**config.mk**
```make
export PLATFORM = sky130hd
export DESIGN_NAME = mux_net_eval
export DESIGN_NICKNAME = d
export VERILOG_FILES = /design/src/rtl/mne_pkg.sv /design/src/rtl/mne_gene_store.sv /design/src/rtl/mne_node_eval.sv /design/src/rtl/mne_reach.sv /design/src/rtl/mux_net_eval.sv
export SDC_FILE = /design/constraint.sdc
export NUM_CORES = 2
export LEC_CHECK = 0
export ABC_CLOCK_PERIOD_IN_PS = 9500
export BUFFER_PORTS_ARGS = -buffer_cell sky130_fd_sc_hd__buf_4
export CORE_MARGIN = 10
export CORE_UTILIZATION = 35
export DETAILED_ROUTE_END_ITERATION = 8
export SYNTH_ARGS = -nofsm -noshare
export SYNTH_HDL_FRONTEND = slang
export SYNTH_HIERARCHICAL = 1
export SYNTH_SLANG_ARGS = --single-unit
export TNS_END_PERCENT = 30
```
**constraint.sdc**
```tcl
create_clock -name clk -period 9.5 [get_ports clk]
set_clock_uncertainty 0.2 [all_clocks]
set_input_delay 1.425 -clock clk [delete_from_list [all_inputs] [get_ports clk]]
set_output_delay 1.425 -clock clk [all_outputs]
set_load 0.02 [all_outputs]
```
**src/rtl/mne_pkg.sv**
```systemverilog
package mne_pkg;

    localparam int N_IN      = 4;
    localparam int N_OUT     = 4;
    localparam int MAX_NODES = 30;
    localparam int IDX_W     = 6;
    localparam int N_VEC     = 1 << N_IN;
    localparam int SIG_N     = N_IN + MAX_NODES;
    localparam int SLOT_W    = $clog2(MAX_NODES);
    localparam int TAP_W     = $clog2(N_OUT);
    localparam int VEC_W     = N_IN;
    localparam int SCORE_W   = $clog2(N_VEC * N_OUT + 1);
    localparam int CNT_W     = $clog2(MAX_NODES + 1);
    localparam int STEP_W    = $clog2(N_OUT + 1);

    typedef enum logic {
        KIND_PASS = 1'b0,
        KIND_FLIP = 1'b1
    } node_kind_e;

    typedef struct packed {
        logic [IDX_W-1:0] src_hi;
        logic [IDX_W-1:0] src_lo;
        logic [IDX_W-1:0] src_sel;
        node_kind_e       kind;
    } node_gene_t;

    typedef enum logic [2:0] {
        PH_IDLE,
        PH_TRACE,
        PH_EVAL,
        PH_TALLY,
        PH_DONE
    } phase_e;

    // Signal lookup with an exclusive upper bound; anything at or above it reads 0.
    function automatic logic sig_at(logic [SIG_N-1:0] vals, logic [IDX_W-1:0] idx, int lim);
        if (int'(idx) < lim) return vals[idx];
        return 1'b0;
    endfunction

    function automatic logic [N_OUT-1:0] ref_product(logic [N_IN-1:0] v);
        logic [N_OUT-1:0] x;
        logic [N_OUT-1:0] y;
        x = {2'b00, v[1:0]};
        y = {2'b00, v[3:2]};
        return x * y;
    endfunction

    function automatic logic [STEP_W-1:0] match_count(logic [N_OUT-1:0] got, logic [N_OUT-1:0] want);
        logic [STEP_W-1:0] n;
        n = '0;
        for (int j = 0; j < N_OUT; j++)
            n = n + {{(STEP_W-1){1'b0}}, ~(got[j] ^ want[j])};
        return n;
    endfunction

    function automatic logic [CNT_W-1:0] pop_nodes(logic [MAX_NODES-1:0] m);
        logic [CNT_W-1:0] n;
        n = '0;
        for (int s = 0; s < MAX_NODES; s++)
            n = n + {{(CNT_W-1){1'b0}}, m[s]};
        return n;
    endfunction

endpackage

```
**src/rtl/mne_gene_store.sv**
```systemverilog
module mne_gene_store
    import mne_pkg::*;
(
    input  logic                            clk,
    input  logic                            rst,
    input  logic                            lock,
    input  logic                            node_wr,
    input  logic [SLOT_W-1:0]               node_slot,
    input  node_gene_t                      node_gene,
    input  logic                            tap_wr,
    input  logic [TAP_W-1:0]                tap_sel,
    input  logic [IDX_W-1:0]                tap_src,
    output node_gene_t [MAX_NODES-1:0]      genes,
    output logic [N_OUT-1:0][IDX_W-1:0]     taps
);

    always_ff @(posedge clk) begin
        if (rst) begin
            genes <= '0;
            taps  <= '0;
        end else if (!lock) begin
            if (node_wr && int'(node_slot) < MAX_NODES)
                genes[node_slot] <= node_gene;
            if (tap_wr)
                taps[tap_sel] <= tap_src;
        end
    end

    AST_GENES_FROZEN: assert property (@(posedge clk) disable iff (rst)
        lock |=> ($stable(genes) && $stable(taps)));

endmodule

```
**src/rtl/mne_node_eval.sv**
```systemverilog
module mne_node_eval
    import mne_pkg::*;
(
    input  node_gene_t          gene,
    input  logic [SLOT_W-1:0]   slot,
    input  logic [SIG_N-1:0]    vals,
    input  logic                stuck,
    output logic                y
);

    int   lim;
    logic d_hi;
    logic d_lo;
    logic sel;

    always_comb begin
        lim  = N_IN + int'(slot);
        d_hi = sig_at(vals, gene.src_hi, lim);
        d_lo = sig_at(vals, gene.src_lo, lim);
        sel  = sig_at(vals, gene.src_sel, lim);
        if (stuck)
            y = 1'b1;
        else if (sel)
            y = d_hi;
        else
            y = (gene.kind == KIND_FLIP) ? ~d_lo : d_lo;
    end

endmodule

```
**src/rtl/mne_reach.sv**
```systemverilog
module mne_reach
    import mne_pkg::*;
(
    input  logic                            clk,
    input  logic                            rst,
    input  logic                            seed,
    input  logic                            step,
    input  logic [SLOT_W-1:0]               slot,
    input  node_gene_t                      gene,
    input  logic [N_OUT-1:0][IDX_W-1:0]     taps,
    output logic [MAX_NODES-1:0]            active
);

    logic [N_OUT-1:0][MAX_NODES-1:0] tap_hit;
    logic [MAX_NODES-1:0]            seed_m;
    logic [MAX_NODES-1:0]            mark_m;
    logic [2:0][IDX_W-1:0]           refs;

    // One one-hot (or empty) mask per tap.
    for (genvar j = 0; j < N_OUT; j++) begin : g_tap
        always_comb begin
            tap_hit[j] = '0;
            if (int'(taps[j]) >= N_IN && int'(taps[j]) < SIG_N)
                tap_hit[j][int'(taps[j]) - N_IN] = 1'b1;
        end
    end

    always_comb begin
        seed_m = '0;
        for (int j = 0; j < N_OUT; j++)
            seed_m = seed_m | tap_hit[j];
    end

    always_comb begin
        refs   = {gene.src_hi, gene.src_lo, gene.src_sel};
        mark_m = '0;
        for (int r = 0; r < 3; r++)
            if (int'(refs[r]) >= N_IN && int'(refs[r]) < N_IN + int'(slot))
                mark_m[int'(refs[r]) - N_IN] = 1'b1;
    end

    always_ff @(posedge clk) begin
        if (rst)
            active <= '0;
        else if (seed)
            active <= seed_m;
        else if (step && active[slot])
            active <= active | mark_m;
    end

    AST_TRACE_GROWS: assert property (@(posedge clk) disable iff (rst)
        step |=> ((active & $past(active)) == $past(active)));

endmodule

```
**src/rtl/mux_net_eval.sv**
```systemverilog
module mux_net_eval
    import mne_pkg::*;
(
    input  logic                    clk,
    input  logic                    rst,
    input  logic                    node_wr,
    input  logic [SLOT_W-1:0]       node_slot,
    input  logic [IDX_W-1:0]        node_a,
    input  logic [IDX_W-1:0]        node_b,
    input  logic [IDX_W-1:0]        node_c,
    input  logic                    node_inv,
    input  logic                    tap_wr,
    input  logic [TAP_W-1:0]        tap_sel,
    input  logic [IDX_W-1:0]        tap_src,
    input  logic [MAX_NODES-1:0]    fault_mask,
    input  logic                    start,
    output logic                    busy,
    output logic                    done,
    output logic [SCORE_W-1:0]      score,
    output logic [CNT_W-1:0]        active_count
);

    localparam logic [SLOT_W-1:0] LAST_SLOT = SLOT_W'(MAX_NODES - 1);
    localparam logic [VEC_W-1:0]  LAST_VEC  = VEC_W'(N_VEC - 1);

    phase_e                         ph;
    logic [SLOT_W-1:0]              k;
    logic [VEC_W-1:0]               vec;
    logic [SIG_N-1:0]               vals;
    logic [MAX_NODES-1:0]           fault_q;
    logic [SCORE_W-1:0]             acc;

    node_gene_t [MAX_NODES-1:0]     genes;
    logic [N_OUT-1:0][IDX_W-1:0]    taps;
    logic [MAX_NODES-1:0]           active;
    node_gene_t                     wr_gene;
    node_gene_t                     cur_gene;
    logic                           node_y;
    logic [N_OUT-1:0]               tapped;
    logic [STEP_W-1:0]              hits;
    logic                           accept;

    assign busy   = (ph != PH_IDLE);
    assign done   = (ph == PH_DONE);
    assign accept = (ph == PH_IDLE) && start;

    always_comb begin
        wr_gene.src_hi  = node_a;
        wr_gene.src_lo  = node_b;
        wr_gene.src_sel = node_c;
        wr_gene.kind    = node_inv ? KIND_FLIP : KIND_PASS;
    end

    mne_gene_store u_store (
        .clk       (clk),
        .rst       (rst),
        .lock      (busy),
        .node_wr   (node_wr),
        .node_slot (node_slot),
        .node_gene (wr_gene),
        .tap_wr    (tap_wr),
        .tap_sel   (tap_sel),
        .tap_src   (tap_src),
        .genes     (genes),
        .taps      (taps)
    );

    assign cur_gene = genes[k];

    mne_node_eval u_node (
        .gene  (cur_gene),
        .slot  (k),
        .vals  (vals),
        .stuck (fault_q[k]),
        .y     (node_y)
    );

    mne_reach u_reach (
        .clk    (clk),
        .rst    (rst),
        .seed   (accept),
        .step   (ph == PH_TRACE),
        .slot   (k),
        .gene   (cur_gene),
        .taps   (taps),
        .active (active)
    );

    always_comb begin
        for (int j = 0; j < N_OUT; j++)
            tapped[j] = sig_at(vals, taps[j], SIG_N);
        hits = match_count(tapped, ref_product(vec));
    end

    always_ff @(posedge clk) begin
        if (rst) begin
            ph           <= PH_IDLE;
            k            <= '0;
            vec          <= '0;
            vals         <= '0;
            fault_q      <= '0;
            acc          <= '0;
            score        <= '0;
            active_count <= '0;
        end else begin
            case (ph)
                PH_IDLE: begin
                    if (start) begin
                        fault_q <= fault_mask;
                        acc     <= '0;
                        vec     <= '0;
                        k       <= LAST_SLOT;
                        ph      <= PH_TRACE;
                    end
                end
                PH_TRACE: begin
                    if (k == '0) begin
                        vals[N_IN-1:0] <= '0;
                        ph             <= PH_EVAL;
                    end else begin
                        k <= k - 1'b1;
                    end
                end
                PH_EVAL: begin
                    vals[N_IN + int'(k)] <= node_y;
                    if (k == LAST_SLOT)
                        ph <= PH_TALLY;
                    else
                        k <= k + 1'b1;
                end
                PH_TALLY: begin
                    if (vec == LAST_VEC) begin
                        score        <= acc + SCORE_W'(hits);
                        active_count <= pop_nodes(active);
                        ph           <= PH_DONE;
                    end else begin
                        acc            <= acc + SCORE_W'(hits);
                        vec            <= vec + 1'b1;
                        vals[N_IN-1:0] <= vec + 1'b1;
                        k              <= '0;
                        ph             <= PH_EVAL;
                    end
                end
                PH_DONE: ph <= PH_IDLE;
                default: ph <= PH_IDLE;
            endcase
        end
    end

    AST_DONE_PULSE: assert property (@(posedge clk) disable iff (rst)
        done |=> !done);
    AST_DONE_AFTER_TALLY: assert property (@(posedge clk) disable iff (rst)
        done |-> ($past(ph) == PH_TALLY));
    AST_SCORE_LIMIT: assert property (@(posedge clk) disable iff (rst)
        done |-> (int'(score) <= N_VEC * N_OUT));
    AST_ACTIVE_LIMIT: assert property (@(posedge clk) disable iff (rst)
        done |-> (int'(active_count) <= MAX_NODES));
    AST_FAULT_FROZEN: assert property (@(posedge clk) disable iff (rst)
        (busy && $past(busy)) |-> $stable(fault_q));

endmodule

```
Yosys cells after proc, flatten, opt, wreduce, memory -nomap -nowiden. Cells that the tools add are included.

Register bits after elaboration: 719. Bits in latches: 0. Memory bits (writable): 0. Bits in read-only memories: 0. Input port bits: 67. Output and inout port bits: 14. Logic and storage cells: 380. Memories kept: 0.

Add/sub/neg operators: 44. Multipliers: 1. Div/mod/pow operators: 0. Order comparisons: 43. Equal/unequal tests: 12. Shift operators: 0. Mux-type cells: 95. Bitwise gates (word level): 16. Reductions and logical operators: 35.

Operators by type and width (number): bitwise mux 570 bit (1); 2-to-1 mux 30 bit (9); >= comparator 32 x 1 -> 1 bit, second input constant (8); less-than comparator 32 x 7 -> 1 bit, second input constant (7); bitwise OR 30 bit (6); adder 5 x 1 -> 5 bit (25); less-than comparator 7 x 32 -> 1 bit (3); binary-select mux 19 bit (select 5 bit) (1); demux 19 bit (select 5 bit) (1); less-than comparator 6 x 7 -> 1 bit, second input constant (7); subtractor 6 x 3 -> 7 bit, second input constant (7); binary-select mux 1 bit (select 6 bit) (7); >= comparator 6 x 3 -> 1 bit, second input constant (7); 2-to-1 mux 1 bit (42); 2-to-1 mux 19 bit (2); demux 1 bit (select 5 bit) (7); bitwise mux 34 bit (1); less-than comparator 32 x 8 -> 1 bit, second input constant (1); bitwise mux 24 bit (1); less-than comparator 6 bit, second input constant (4); logical AND 1 bit (20); 2-to-1 mux 5 bit (4); one-hot mux 5 bit (4 select lines) (1); 2-to-1 mux 7 bit (2); 42 further kinds (72).

Depth between registers and ports, before layout.
Depth in word-level cells: 29. Mapped depth: 23. Gate-level depth less buffers: 19.

Modules after synthesis. Netlist, hierarchy kept.

By module, submodules not included: mne_gene_store (instances 1, cells each 2040, area each 22890.7 um^2, sequential area each 11891.4 um^2); mux_net_eval (instances 1, cells each 1068, area each 11115.7 um^2, sequential area each 1901.8 um^2); mne_reach (instances 1, cells each 643, area each 4654.5 um^2, sequential area each 600.6 um^2); mne_node_eval (instances 1, cells each 132, area each 1371.3 um^2, sequential area each 0.0 um^2).

Worst setup path before layout. No wires, ideal clock.

Path type: reg-to-reg. From: register k[0]. To: register vals[2]. Library setup time: 0.128 ns. Data arrival time: 4.563 ns. Slack: 4.610 ns. Stages on the path, launching flop included: 21. Buffers on the path: 6. Clock period less this slack: 4.890 ns. Path through: dfxtp_1 -> clkbuf_2 -> buf_6 -> buf_6 -> buf_2 -> mux4_2 -> mux2i_1 -> o21ai_0 -> mux2_2 -> buf_6 -> mux4_2 -> mux2i_1 -> nand2_1 -> a221oi_2 -> nor4_4 -> mux2i_1 -> a311o_1 -> clkbuf_1 -> mux2_2 -> a222oi_1 -> nor2_1.

RTL lines: from (decl) (line mux_net_eval.sv:27) `logic [SLOT_W-1:0] k;`; from (signal assigned) (line mux_net_eval.sv:121) `k <= k - 1'b1;`; from (signal assigned) (line mux_net_eval.sv:129) `k <= k + 1'b1;`; to (signal, indexed assignment) (line mux_net_eval.sv:125) `vals[N_IN + int'(k)] <= node_y;`; to (signal, indexed assignment) (line mux_net_eval.sv:139) `vals[N_IN-1:0] <= vec + 1'b1;`; to (decl) (line mux_net_eval.sv:29) `logic [SIG_N-1:0] vals;`.

==> impl_metrics.toml <==
[timing]
max_freq_mhz = 166
relSlewSlack_pct = 18.3
worst_pin_slew_ps = 1220
min_period_ps = 6020
hold_violations = 0
setup_viol = 0
drv_slew = 0
period_share_pct = 63.4
rsz0062_at_grt = "no"
setup-tns-final_ps = 0

[pwr]
power_density_mw_per_mm2 = 170
p_comb_share_pct = 14.3
power.switching_uw = 2120
switching_share_pct = 28.1
clkPwrFrac_pct = 43.9
seqPwrFrac_pct = 41.9
ir_worst_vdd_uv = 109
p_int_uw = 5430
p_leak_uw = 0.0189

[final_layout]
area_delta_synth_final_pct = 10.7
final_common_cell = "dfxtp_1"
stdcell_count = 5355
final_cell_mix = "dfxtp_1, mux2i_1, nand2b_1"
drive_gt1_share_pct = 14.9
antenna_cells = 0
nNetsFinal = 3925

[die]
dieWidth_um = 358
die_h_um = 358
ios = 81
start_util_pct = 35.2
rows = 124
core_area_mm2 = 0.114
fp.dieArea_mm2 = 0.128

[clocking]
cts-resized-gates = 0
numCtsBuffers = 84
postCtsHoldBufs = 0
clk_pin_slew_ps = 70
clk-insertion-delay-late_ps = 690
cts_sinks = 719
htree_levels = 3
cts_tree = "yes"
cts.repair_timing.setup_buffer_count = 0
cts_buffer_depth = 3
cts-root-buf = "clkbuf_16"

[logic_synthesis]
yosys_warnings = 6
synth_edf_count = 0
synth_seq_area_share_pct = 36.0
synth-seq-cells = 719
syn_inst = 3883
syn_nets = 4030
synth_flop_cell = "dfxtp_1"
synthArstFlopShare_pct = 0
syn_area_mm2 = 0.0400
synth_cell_type_count = 99
avgSynthCellArea_um2 = 10.3

[setup_path]
criticalPathCategory = "reg -> reg"
r2r_end = "vals[2]"
cpMaxStageDelayCell = "dfxtp_4"
crit_arrival_ps = 6370
reg2reg_from = "k[0]"
worstRegToRegCells = 18
crit_fanout = 40
path_cells = "buf_4 -> mux4_2 -> nand2_1 -> o21ai_0 -> nand2_1 -> o21ai_0 -> mux2_2 -> mux4_1 -> a22oi_1 -> a31oi_1 -> a221oi_2 -> nor4_4 -> mux2i_1 -> a311o_1 -> buf_4 -> mux2_2 -> a222oi_1 -> nor2_1"
critPathLaunchType = "flop"
regToRegSetupSlack_ps = 3480
max_stage_delay_ps = 860
path_buf_inv = 2
crit_family = "multiplexers"
required_ps = 9860
end_kind = "flop"

[grt]
overflow = 0
grt_pass1_wl_um = 183000
grt_max_degree = 248
grt_pass1_vias = 29100
antenna_found_initial = 11
grt.total_usage_pct = 18.2

[placement]
place_hpwl_um = 76800
globalplace.congestion = 0.935
io_buffers = 80
dp.cells = 5204

[status]
status = "finished, final reports clean"

[detailed_routing]
wl_um = 120000
via_count = 29200
drt-pass1-iter-count = 6
drtIter0Drc = 2731
final_antenna_net_count = 0
wl_per_cell_um = 22.4
vias_per_cell = 5.46
drcViolationCount = 0

[worst_hold_path]
hold_end = "fault_q[22]"
min_from = "fault_q[22]"
min_path_cells = 2
hold_path_class = "reg -> reg"

[job]
maxCapViolCount = 0
[flip-flops by register name, indices dropped and copies added (netlist names)]
signal / count
score: 7
u_store/genes: 570
u_reach/active: 30
active_count: 5
vals: 34
k: 5
vec: 4
acc: 7
fault_q: 30
u_store/taps: 24
ph: 3
[worst max path at each step]
stage | from | endpoint | slack, ps | cells past startpoint
floorplan | k[0] | vals[2] | 4610 | 20
global placement | k[0] | vals[2] | 3390 | 18
detailed placement | k[0] | vals[2] | 3430 | 18
CTS | k[0] | vals[2] | 3480 | 18
global route | k[0] | vals[2] | 3050 | 18
finish | k[0] | vals[2] | 3480 | 18
[power groups by stage]
| stage | logic [µW] | registers [µW] | clock network (µW) |
|---|---|---|---|
| after floorplan | 830 | 3160 | 0 |
| after global placement | 1070 | 3220 | 0 |
| after detailed placement | 1080 | 3230 | 0 |
| after CTS | 1080 | 3160 | 3380 |
| after global routing | 1180 | 3170 | 3510 |
| final | 1080 | 3160 | 3310 |
[layout make-up]
class                      count  area, µm²
fill                       11100      69600
multi-input combinational   2740      23700
sequential                   719      14400
clock buffer                 123       2500
tap                         1512       1890
timing repair buffer         138       1080
inverter                      95        359
clock inverter                28        349
[metrics by stage]
stage	setup slack [ps]	utilization (%)	hold slack [ps]	area [µm²]	power, µW
3_5_place_dp	3430	36.4	248	41400	4300
3_3_place_gp	3390	36.4	242	41400	4290
6_report	3480	38.9	255	44300	7550
5_1_grt	3050	38.9	273	44300	7850
2_1_floorplan	4610	-	233	40000	3990
4_1_cts	3480	38.9	256	44300	7620
[metal layers]
layer | GRT usage (%) | routed length (µm) | up-vias
met1 | 24.4 | 53800 | 14500
met4 | 5.81 | 3540 | 14
li1 | - | - | 13600
met2 | 29.7 | 55200 | 809
met5 | 0 | 78 | -
met3 | 3.13 | 7200 | 210
[worst register-to-register path, cell delays in order, from the launching register on]
cell	delay, ps
dfxtp_4	860
buf_4	760
mux4_2	610
nand2_1	70
o21ai_0	80
nand2_1	80
o21ai_0	70
mux2_2	480
mux4_1	530
a22oi_1	200
a31oi_1	120
a221oi_2	370
nor4_4	80
mux2i_1	130
a311o_1	330
buf_4	260
mux2_2	320
a222oi_1	320
nor2_1	60
[cell families after synthesis]
kind of cell / Yosys count / share of synthesized area, %
adder cells (fa/ha/maj): 82 / 3.04
flip-flops: 719 / 36.0
XOR/XNOR: 29 / 0.653
multiplexers: 948 / 30.6
AO/OA/AOI/OAI: 372 / 6.36
AND/OR/NAND/NOR: 1309 / 18.5
buffers and inverters: 424 / 4.87
[synth_stat cells (22+ instances only)]
library cell	instances	area [µm²]
ha_1	54	676
dfxtp_1	719	14400
nand2b_1	608	3800
fa_1	26	521
nand2_1	199	747
nand4_1	23	144
buf_2	58	290
inv_1	94	353
nand3_1	76	380
nor2b_1	28	175
mux2i_1	699	7000
nor3_1	36	180
a31oi_1	22	138
clkbuf_1	206	773
a21oi_1	96	480
mux2_2	31	349
nor2_1	184	691
buf_4	27	203
a22oi_1	22	165
o21ai_0	68	340
mux4_2	208	4680
Note: power is estimated with default switching activity, not from simulation.
